===== src/rtl/burst_seq_pkg.sv =====
package burst_seq_pkg;
  localparam int LOW_W = 2;
  typedef struct packed {
    logic load;
    logic step;
  } seqStrobeT;
endpackage


===== src/rtl/burst_seq_ctrl.sv =====
module burst_seq_ctrl
  import burst_seq_pkg::*;
(
  input  logic             clk,
  input  logic             rstN,
  input  logic             loadStrobe,
  input  logic             advN,
  output seqStrobeT        strb,
  output logic [LOW_W-1:0] beatCnt
);
  always_comb begin
    strb.load = loadStrobe;
    strb.step = !loadStrobe && !advN;
  end

  always_ff @(posedge clk) begin
    if (!rstN)          beatCnt <= '0;
    else if (strb.load) beatCnt <= '0;
    else if (strb.step) beatCnt <= beatCnt + 1'b1;
  end

  // a load always restarts the beat count
  a_r8_restart: assert property (@(posedge clk) disable iff (!rstN)
    loadStrobe |=> (beatCnt == '0));

  // idle cycle leaves the count untouched
  a_r7_hold_count: assert property (@(posedge clk) disable iff (!rstN)
    (!loadStrobe && advN) |=> $stable(beatCnt));
endmodule


===== src/rtl/burst_seq_dp.sv =====
module burst_seq_dp
  import burst_seq_pkg::*;
#(
  parameter int ADDR_W = 20
) (
  input  logic              clk,
  input  logic              rstN,
  input  seqStrobeT         strb,
  input  logic [LOW_W-1:0]  beatCnt,
  input  logic              orderSel,
  input  logic [ADDR_W-1:0] extAddr,
  output logic [ADDR_W-1:0] beatAddr
);
  localparam int UP_W = ADDR_W - LOW_W;

  logic [UP_W-1:0]  upperQ;
  logic [LOW_W-1:0] startLow;
  logic [LOW_W-1:0] lowNow;

  always_ff @(posedge clk) begin
    if (!rstN) begin
      upperQ   <= '0;
      startLow <= '0;
    end else if (strb.load) begin
      upperQ   <= extAddr[ADDR_W-1:LOW_W];
      startLow <= extAddr[LOW_W-1:0];
    end
  end

  always_comb begin
    if (orderSel) lowNow = startLow ^ beatCnt;
    else          lowNow = startLow + beatCnt;
  end

  assign beatAddr = {upperQ, lowNow};

  // the loaded address appears unmodified
  a_r2_load_value: assert property (@(posedge clk) disable iff (!rstN)
    strb.load |=> (beatAddr == $past(extAddr)));

  // upper bits move only with a load
  a_r3_upper_stable: assert property (@(posedge clk) disable iff (!rstN)
    !strb.load |=> $stable(beatAddr[ADDR_W-1:LOW_W]));

  // linear step adds one modulo four
  a_r4_linear_step: assert property (@(posedge clk) disable iff (!rstN)
    (strb.step && !orderSel) |=> (orderSel || lowNow == $past(lowNow) + 2'd1));
endmodule


===== src/rtl/burst_seq.sv =====
module burst_seq
  import burst_seq_pkg::*;
#(
  parameter int ADDR_W = 20
) (
  input  logic              clk,
  input  logic              rstN,
  input  logic              loadStrobe,
  input  logic              advN,
  input  logic              orderSel,
  input  logic [ADDR_W-1:0] extAddr,
  output logic [ADDR_W-1:0] beatAddr
);
  seqStrobeT        strb;
  logic [LOW_W-1:0] beatCnt;

  burst_seq_ctrl u_ctrl (
    .clk(clk), .rstN(rstN), .loadStrobe(loadStrobe), .advN(advN),
    .strb(strb), .beatCnt(beatCnt)
  );

  burst_seq_dp #(.ADDR_W(ADDR_W)) u_dp (
    .clk(clk), .rstN(rstN), .strb(strb), .beatCnt(beatCnt),
    .orderSel(orderSel), .extAddr(extAddr), .beatAddr(beatAddr)
  );
endmodule


===== config.mk =====
export PLATFORM = sky130hd
export DESIGN_NAME = burst_seq
export DESIGN_NICKNAME = d
export VERILOG_FILES = /design/src/rtl/burst_seq_pkg.sv /design/src/rtl/burst_seq_ctrl.sv /design/src/rtl/burst_seq_dp.sv /design/src/rtl/burst_seq.sv
export SDC_FILE = /design/constraint.sdc
export NUM_CORES = 1
export LEC_CHECK = 0
export BUFFER_PORTS_ARGS = -buffer_cell sky130_fd_sc_hd__buf_2
export CAP_MARGIN = 20
export CORE_ASPECT_RATIO = 1.2
export CORE_UTILIZATION = 44
export DETAILED_ROUTE_END_ITERATION = 8
export PLACE_DENSITY = 0.77
export SETUP_SLACK_MARGIN = 0.2
export SYNTH_ARGS = -nofsm -noshare
export SYNTH_HDL_FRONTEND = slang
export SYNTH_SLANG_ARGS = --single-unit

===== constraint.sdc =====
create_clock -name clk -period 1.1 [get_ports clk]
set_input_delay 0.11 -clock clk [delete_from_list [all_inputs] [get_ports clk]]
set_output_delay 0.11 -clock clk [all_outputs]
set_load 0.02 [all_outputs]

# Yosys cells after proc, flatten, opt, wreduce, memory -nomap -nowiden
# Cells that the tools add are included.
# classes
addsub,2
mux,1
bitwise,2
reduce_logical,4
# op_table
operator,n
2-bit by 1-bit adder with 2-bit output (second input constant),1
2-bit adder,1
1-bit logical NOT,2
2-bit 2-to-1 mux,1
2-bit OR reduction,1
2-bit XOR,1
1-bit logical AND,1
1-bit inverter,1
# word_totals
register_bits,22
inputBits,25
out_inout_bits,20
wordCells,12

# Depth between registers and ports, before layout
# Gate-level depths: netlist of the first run.
# logic_depth
depth_word,2
ltp_mapped,4
depth_no_buf,3

# Modules after synthesis
# From an unflattened synthesis of the first run, not the netlist that was laid out.
# hier_totals
hier_cells,79
area_unflattened_um2,890.9
# modules_own_cells
module,n_inst,cells_per_inst,area_each_um2,seq_area_each_um2
burst_seq_dp,1,69,795.8,400.4
burst_seq_ctrl,1,10,95.1,40.0

# Least setup slack after synthesis of the first run
# OpenSTA, ideal clock, no wires.
# synth_timing
kind,reg-to-output
start,reg u_ctrl.beatCnt[0]
end,out beatAddr[1]
arrival_time_ns,0.980
required_time_ns,0.990
path_slack_ns,0.010
stages_incl_launch_ff,4
n_path_buf,0
cell_sequence,dfxtp_1 ha_1 nor2b_1 xnor2_1
# synth_via
elab_chain_cells,2
# synth_lines
item,line_no,text
"start, declared",burst_seq_ctrl.sv:9,output logic [LOW_W-1:0] beatCnt
"start signal, assigned",burst_seq_ctrl.sv:19,else if (strb.step) beatCnt <= beatCnt + 1'b1;
2-bit adder,burst_seq_dp.sv:32,else lowNow = startLow + beatCnt;
2-bit 2-to-1 mux,burst_seq_dp.sv:31,if (orderSel) lowNow = startLow ^ beatCnt;
"end, declared",burst_seq.sv:12,output logic [ADDR_W-1:0] beatAddr
# Every way passes these cells.

# Worst setup path after layout of the first run
# layout_timing
start,reg u_dp.startLow[0]
end,out beatAddr[1]
# layout_via
elab_chain_cells,2
# layout_lines
item,line_no,text
"start, declared",burst_seq_dp.sv:17,logic [LOW_W-1:0] startLow;
"start signal, assigned",burst_seq_dp.sv:26,startLow <= extAddr[LOW_W-1:0];
2-bit adder,burst_seq_dp.sv:32,
2-bit 2-to-1 mux,burst_seq_dp.sv:31,
# Every way passes these cells.

==> impl_metrics.ini, run 1 <==
[outcome]
status = finished, violations left
failed_checks = setup timing

[worst_setup_path]
cp-end-kind = output pin
reg2reg_to = u_ctrl.beatCnt[1]
crit_arrival_ns = 1.21
cp_slowest_stage_delay_ns = 0.37
worst-r2r-cell-count = 4
crit_chain = ha_4 > nor2b_4 > xnor2_4 > buf_6
critPathLaunchType = flip-flop
r2r-start = u_ctrl.beatCnt[0]
slowest_stage = dfxtp_2
cp.required_ns = 0.99
crit_type = reg2out
r2r_slack_ns = 0.20
crit_path_max_fanout = 2

[grt]
grt_pass1_vias = 642
antenna_found_initial = 0
grt_pass1_wl_um = 2780
grt-ovfl-total = 0
grt_max_degree = 22
grt.total_usage_pct = 16.7

[hold_path]
hold_start = extAddr[18]
holdPathEnd = u_dp.upperQ[16]
min_delay_path_depth = 3
hp-class = in2reg

[flow_run]
cap_viol_max_count = 0

[routing]
ant_nets = 0
drtIter0Drc = 2
wl_um = 1760
drcViolationCount = 0
drtPass1Iterations = 4
wl_per_cell_um = 12.5
via_count = 655
drt-vias-per-instance = 4.65

[cts]
clk_pin_slew_ns = 0.11
cts.sinks = 22
cts_root_buffer = clkbuf_4
cts_tree = built
htree_num_levels = 1
clock_path_buffers = 2
numCtsBuffers = 3
worstSkewPairLatency_ns = 0.29

[timing]
fin_crit_ns = 1.32
worst_slack_ns = -0.221
rsz0062_at_grt = true
tightest_slew_ns = 0.326
slew_headroom_pct = 78.3
finalSetupViolCount = 2
skew_ns = 0.000328
fmax_mhz = 757
drv_slew = 0
hold_viol = 0
min_period_over_period_pct = 120
holdWs_ns = 0.0724

[synth]
syn_area_um2 = 901
seq_area_frac_synth_pct = 48.9
synth_area_leaders = dfxtp_1 49%, mux2i_1 22%, nor2b_1 16%
synth_top_area_share_pct = 48.9
synth_seq_cells = 22
synth_cell_types = 11
ys_warn_count = 0
synth_nets = 103
syn_area_per_cell_um2 = 11.7
postSynthCellCount = 77
synth_top_area_cell = dfxtp_1

[die]
start_util_pct = 48.1
ioPinCount = 45
die-area_um2 = 2230
fp-row-count = 17
die_w_um = 43.3
coreArea_um2 = 1870
die_h_um = 51.6

[power_and_ir_drop]
ir_drop_mv = 0.828
p_per_area_nw_per_um2 = 1160
power.total_mw = 1.58
p_leak_nw = 0.634

[cells_and_area]
stdcell_area_um2 = 1360
syn_to_final_growth_pct = 50.6
utilization_pct = 72.5
drive_gt1_share_pct = 63.1
nets = 150
final_cell_mix = 24 x buf_2, 21 x nor2b_1, 20 x mux2i_1, 20 x buf_6, 20 x dfxtp_2
final_common_cell = buf_2
fill_cells = 126
antenna_cells = 0

[placed_design]
gp_congestion = 0.679
place_hpwl_um = 1130
preCtsSetupSlack_ns = 0.0326
dpl_cell_area_um2 = 1150
port_buffers = 44
[worst max-delay path, delay by kind of cell, from the launching register on]
kind          cells  cell delay, ns
xor+xnor          1            0.12
fa+ha+maj         1            0.13
buf+inv           1            0.13
flops             1            0.37
simple gates      1            0.18
[through the flow]
| step | setup TNS (ns) | cells |
|---|---|---|
| 2_1_floorplan | 0 | 77 |
| 3_3_place_gp | 0 | 136 |
| 3_5_place_dp | 0 | 136 |
| 4_1_cts | -0.262 | 140 |
| 5_1_grt | -0.335 | 141 |
| 6_report | -0.237 | 141 |
[routing by layer]
metal / track usage, % / up-vias / wire length (um)
met5: 0 / - / 0
met4: 7.58 / 0 / 14
met3: 4.17 / 2 / 86
met2: 28.6 / 20 / 864
met1: 19.5 / 292 / 792
li1: - / 341 / -
[synthesized netlist by cell type]
cell type   n
nor2b_1    23
dfxtp_1    22
mux2i_1    20
xnor2_1     3
buf_6       2
clkbuf_1    2
buf_12      1
ha_1        1
nand2b_4    1
nor2_1      1
nor3_2      1
[state kept, by name, summed over array words and instances, names as in the netlist]
name / count
u_dp.startLow: 2
u_ctrl.beatCnt: 2
u_dp.upperQ: 18
[kinds of logic (layout without fill, tap and decap cells)]
logic type | after synthesis | after routing | synth area share [%]
flip-flops | 22 | 22 | 48.9
XOR/XNOR | 3 | 3 | 2.92
AND/OR/NAND/NOR | 26 | 26 | 19.0
buffers and inverters | 5 | 50 | 5.56
multiplexers | 20 | 20 | 22.2
adder cells (fa/ha/maj) | 1 | 1 | 1.39
[layout make-up]
cell class | count | area [um^2] | share of cell area [%]
clock buffer | 3 | 22.5 | 1.66
timing repair buffer | 47 | 380 | 28.0
multi-input combinational | 50 | 464 | 34.2
sequential | 22 | 465 | 34.3
tap | 19 | 23.8 | 1.75
[how the worst max path moves through the flow]
stage	from	endpoint	depth (start not counted)
6_report	u_dp.startLow[0]	beatAddr[1]	4
5_1_grt	u_ctrl.beatCnt[0]	beatAddr[1]	4
4_1_cts	u_dp.startLow[0]	beatAddr[1]	4
3_5_place_dp	u_dp.startLow[0]	beatAddr[1]	4
3_3_place_gp	u_dp.startLow[0]	beatAddr[1]	4
2_1_floorplan	u_dp.startLow[0]	beatAddr[1]	3
[timing repair]
action	in CTS	in global routing
hold buffers	0	0
pin swaps	1	1
endpoints found under the setup margin	20	21
gates resized for setup	37	25
buffers inserted	1	1
[report_power, final]
group          internal (mW)  switching [mW]  total (mW)  leakage [nW]
Clock                  0.127           0.211       0.339        0.0138
Sequential             0.851          0.0346       0.886         0.189
Combinational          0.199           0.154       0.353         0.431
Power figures use the tool's default switching activity.
==> run 2, diff against run 1 <==
Settings changed: CORE_MARGIN set to 10.
==> impl_metrics.ini, run 2 (same netlist as run 1, synthesis figures left out) <==
[cells_and_area]
stdcell_area_um2 = 1400
instances_no_fill = 142
nets = 150
drive_gt1_share_pct = 64.2
top_register = u_dp.upperQ
antenna_cells = 0
final_cell_mix = 24 x buf_2, 21 x nor2b_1, 21 x buf_6, 20 x mux2i_1, 20 x dfxtp_2
top_regs = u_dp.upperQ: 18 flops, u_ctrl.beatCnt: 2 flops, u_dp.startLow: 2 flops
final_common_cell = buf_2
utilization_pct = 73.8
syn_to_final_growth_pct = 55.1
largest_reg_flops = 18

[cts]
clock_path_buffers = 2
hold_buffers = 0
cts_tree = built
cts.sinks = 22
numCtsBuffers = 3
clk_pin_slew_ns = 0.12
htree_num_levels = 1
cts_root_buffer = clkbuf_4
worstSkewPairLatency_ns = 0.30

[timing]
tightest_slew_ns = 0.323
drv_slew = 0
skew_ns = 0.0000112
worst_slack_ns = -0.253
finalSetupViolCount = 2
slew_headroom_pct = 78.5
min_period_over_period_pct = 123
fin_crit_ns = 1.35
hold_viol = 0
fin_setup_tns_ns = -0.296
rsz0062_at_grt = true
fmax_mhz = 739
holdWs_ns = 0.0566

[die]
die-area_um2 = 4260
die_w_um = 61.3
ioPinCount = 45
die_h_um = 69.6
fp-row-count = 17
start_util_pct = 47.6
coreArea_um2 = 1890

[routing]
drt-vias-per-instance = 4.78
ant_nets = 0
drtPass1Iterations = 1
top_layer = met4
wl_um = 2190
wl_met3_um = 182
via_count = 679
drcViolationCount = 0
drt-met1-wl_um = 767
drtIter0Drc = 0
wl_met2_um = 1220
wl_per_cell_um = 15.4

[grt]
grt_pass1_wl_um = 3730
grt_pass1_vias = 792
grt-ovfl-total = 0
grt.total_usage_pct = 11.2
antenna_found_initial = 0
grt_max_degree = 22

[worst_setup_path]
slowest_stage = dfxtp_2
crit_arrival_ns = 1.24
crit_chain = ha_4 > nor2b_4 > xnor2_4 > buf_6
cp.required_ns = 0.99
crit_family = flip-flops
cp-end-kind = output pin
cp_num_buf_inv = 1
critPathLaunchType = flip-flop
crit_type = reg2out
cp_slowest_stage_delay_ns = 0.38
crit_path_max_fanout = 2

[power_and_ir_drop]
ir_drop_mv = 0.903
p_leak_nw = 0.651
power.total_mw = 1.85
p_per_area_nw_per_um2 = 1330

[placed_design]
gp_congestion = 0.692
preCtsSetupSlack_ns = 0.0279
port_buffers = 44
place_hpwl_um = 1540
placed_cells = 136
dpl_cell_area_um2 = 1150

[flow_run]
cap_viol_max_count = 0

[hold_path]
hp-class = in2reg

[outcome]
status = finished, violations left
failed_checks = setup timing
## run 2: changes by cell type in the layout (fill, tap and decap cells not counted)
cell	change
buf_4	-1
xnor2_1	-1
buf_6	+1
xnor2_2	+1
bufinv_16	+1
## run 2: worst min-delay path: stages
cell and delay (ns):
buf_2 0.07, mux2i_1 0.05, nor2b_1 0.09
## run 2: power breakdown
part           internal [mW]  switching (mW)
sequential             0.851          0.0341
clock                  0.368           0.241
combinational          0.201           0.157
## run 2: layer usage
metal | global-route usage (%) | vias up
met5 | 0 | -
met4 | 4.53 | 0
met3 | 4.02 | 2
met2 | 19.9 | 18
met1 | 10.9 | 317
li1 | - | 342
## run 2: layout make-up
class | instances | area (um^2)
repair buffers | 47 | 384
clock buffers | 3 | 22.5
clock inverters | 1 | 30.0
fillers | 138 | 495
multi-input cells | 50 | 472
flip-flops and latches | 22 | 465
well taps | 19 | 23.8
## run 2: timing repair
| action | CTS | global route |
|---|---|---|
| setup endpoints to repair | 20 | 21 |
| gates resized for setup | 62 | 2 |
| pin swaps | 4 | 4 |
| buffers inserted | 1 | 1 |
## run 2: final timing paths
| kind | start | depth (start not counted) | endpoint | slack, ns |
|---|---|---|---|---|
| setup / recovery | u_dp.startLow[0] | 4 | beatAddr[1] | -0.25 |
| hold / removal | extAddr[11] | 3 | u_dp.upperQ[9] | 0.06 |
| setup reg to reg | u_ctrl.beatCnt[0] | 5 | u_ctrl.beatCnt[1] | 0.11 |
| hold reg to reg | u_dp.upperQ[9] | 2 | u_dp.upperQ[9] | 0.53 |
==> run 3, diff against run 2 <==
Settings changed: CORE_UTILIZATION 44 to 39, PLACE_DENSITY 0.77 to 0.73.
Clock period 1.1 ns to 1.2 ns, I/O delays scaled along.
==> impl_metrics.ini, run 3 (same netlist as run 1, synthesis figures left out) <==
[outcome]
status = finished, violations left
failed_checks = setup timing

[timing]
slew_headroom_pct = 79.3
tightest_slew_ns = 0.311
hold_viol = 0
finalSetupViolCount = 1
worst_slack_ns = -0.0962
skew_ns = 0.0000213
fin_setup_tns_ns = -0.0962
min_period_over_period_pct = 108
fmax_mhz = 772
fin_crit_ns = 1.30
drv_slew = 0
rsz0062_at_grt = true

[power_and_ir_drop]
seqPwrFrac_pct = 54.8
ir_drop_mv = 0.643
netSwitchingPower_uw = 358
clock_power_share_pct = 26.4
pwr-share-comb_pct = 18.8
intPower_mw = 1.09
p_leak_nw = 0.606
power.total_mw = 1.45
p_sw_share_pct = 24.7
p_per_area_nw_per_um2 = 1190

[cells_and_area]
drive_gt1_share_pct = 47.5
antenna_cells = 0
final_common_cell = buf_2
syn_to_final_growth_pct = 35.4
nets = 149
stdcell_area_um2 = 1220
largest_reg_flops = 18
final_cell_mix = 42 x buf_2, 21 x nor2b_1, 20 x mux2i_1, 20 x dfxtp_1, 3 x clkbuf_4
top_regs = u_dp.upperQ: 18 flops, u_ctrl.beatCnt: 2 flops, u_dp.startLow: 2 flops
top_register = u_dp.upperQ

[placed_design]
port_buffers = 44
gp_congestion = 0.626
dpl_cell_area_um2 = 1140
preCtsSetupSlack_ns = 0.0898

[worst_setup_path]
worst-r2r-cell-count = 4
cp-end-kind = output pin
crit_type = reg2out
crit_path_max_fanout = 2
critPathLaunchType = flip-flop
crit_arrival_ns = 1.18
cp.required_ns = 1.08

[grt]
antenna_found_initial = 0
met2_usage_pct = 14.4
grt_pass1_wl_um = 3420
use_met1_pct = 10.1
grt_pass1_vias = 758
met3_usage_pct = 3.69
grt-ovfl-total = 0
grt_max_degree = 22
grt.total_usage_pct = 8.80
grt.busiest_layer = met2

[die]
coreArea_um2 = 2260
ioPinCount = 45
die_w_um = 63.9
fp-row-count = 19
die-area_um2 = 4640
die_h_um = 72.7
start_util_pct = 39.9

[hold_path]
min_delay_path_depth = 3
hp-class = in2reg

[routing]
drcViolationCount = 0
wl_per_cell_um = 12.8
drtIter0Drc = 12
wl_um = 1950
via_count = 678
ant_nets = 0
drtPass1Iterations = 2
drt-vias-per-instance = 4.43

[cts]
worstSkewPairLatency_ns = 0.29
clock_path_buffers = 2
clk_pin_slew_ns = 0.11
cts_tree = built
cts_root_buffer = clkbuf_4
cts.sinks = 22
htree_num_levels = 1
numCtsBuffers = 3

[flow_run]
cap_viol_max_count = 0
-- run 3: cell types whose count changed in the layout (fill, tap and decap cells not counted), moves of 2 or more --
cell	previous run	this run
buf_6	21	1
xnor2_1	0	2
dfxtp_2	20	2
dfxtp_1	2	20
buf_2	24	42
-- run 3: per-layer routing --
layer  vias to the layer above  wire (um)
li1                        340          -
met5                         -          0
met3                         2        170
met4                         0         13
met2                        31        886
met1                       305        884
-- run 3: what timing repair did --
item,CTS,global route
pin swaps,1,0
resized for setup,9,2
hold endpoints to repair,0,0
cloned,0,0
hold buffers,0,0
setup buffers,1,0
setup endpoints to repair,2,3
-- run 3: worst max-delay path, cell delays in order, from the launching register on --
cell	delay (ns)
dfxtp_2	0.35
ha_4	0.15
nor2b_4	0.12
xnor2_2	0.11
buf_4	0.16
-- run 3: worst paths after layout --
| check | startpoint | end | slack [ns] |
|---|---|---|---|
| setup / recovery | u_dp.startLow[0] | beatAddr[1] | -0.1 |
| hold / removal | extAddr[12] | u_dp.upperQ[10] | 0.08 |
| setup reg to reg | u_ctrl.beatCnt[0] | u_ctrl.beatCnt[1] | 0.30 |
| hold reg to reg | u_dp.upperQ[10] | u_dp.upperQ[10] | 0.52 |
-- run 3: cell type report --
class                      instances  area (um^2)
fill                             207         1040
timing repair buffer              46          256
sequential                        22          443
tap                               31         38.8
multi-input combinational         50          445
clock buffer                       4         36.3
-- run 3: stage by stage --
stage / util (%) / hold WS [ns] / cells
2_1_floorplan: - / 0.253 / 77
3_3_place_gp: 50.4 / 0.376 / 148
4_1_cts: 53.7 / 0.0637 / 153
5_1_grt: 54.0 / 0.0801 / 153
3_5_place_dp: 50.4 / 0.387 / 148
6_report: 54.0 / 0.0786 / 153
-- run 3: power by group through the flow --
stage / sequential [mW] / combinational (mW) / clock [mW]
floorplan: 0.852 / 0.127 / 0
global placement: 0.806 / 0.256 / 0
detailed placement: 0.809 / 0.262 / 0
CTS: 0.795 / 0.274 / 0.411
global route: 0.802 / 0.297 / 0.439
finish: 0.795 / 0.272 / 0.382
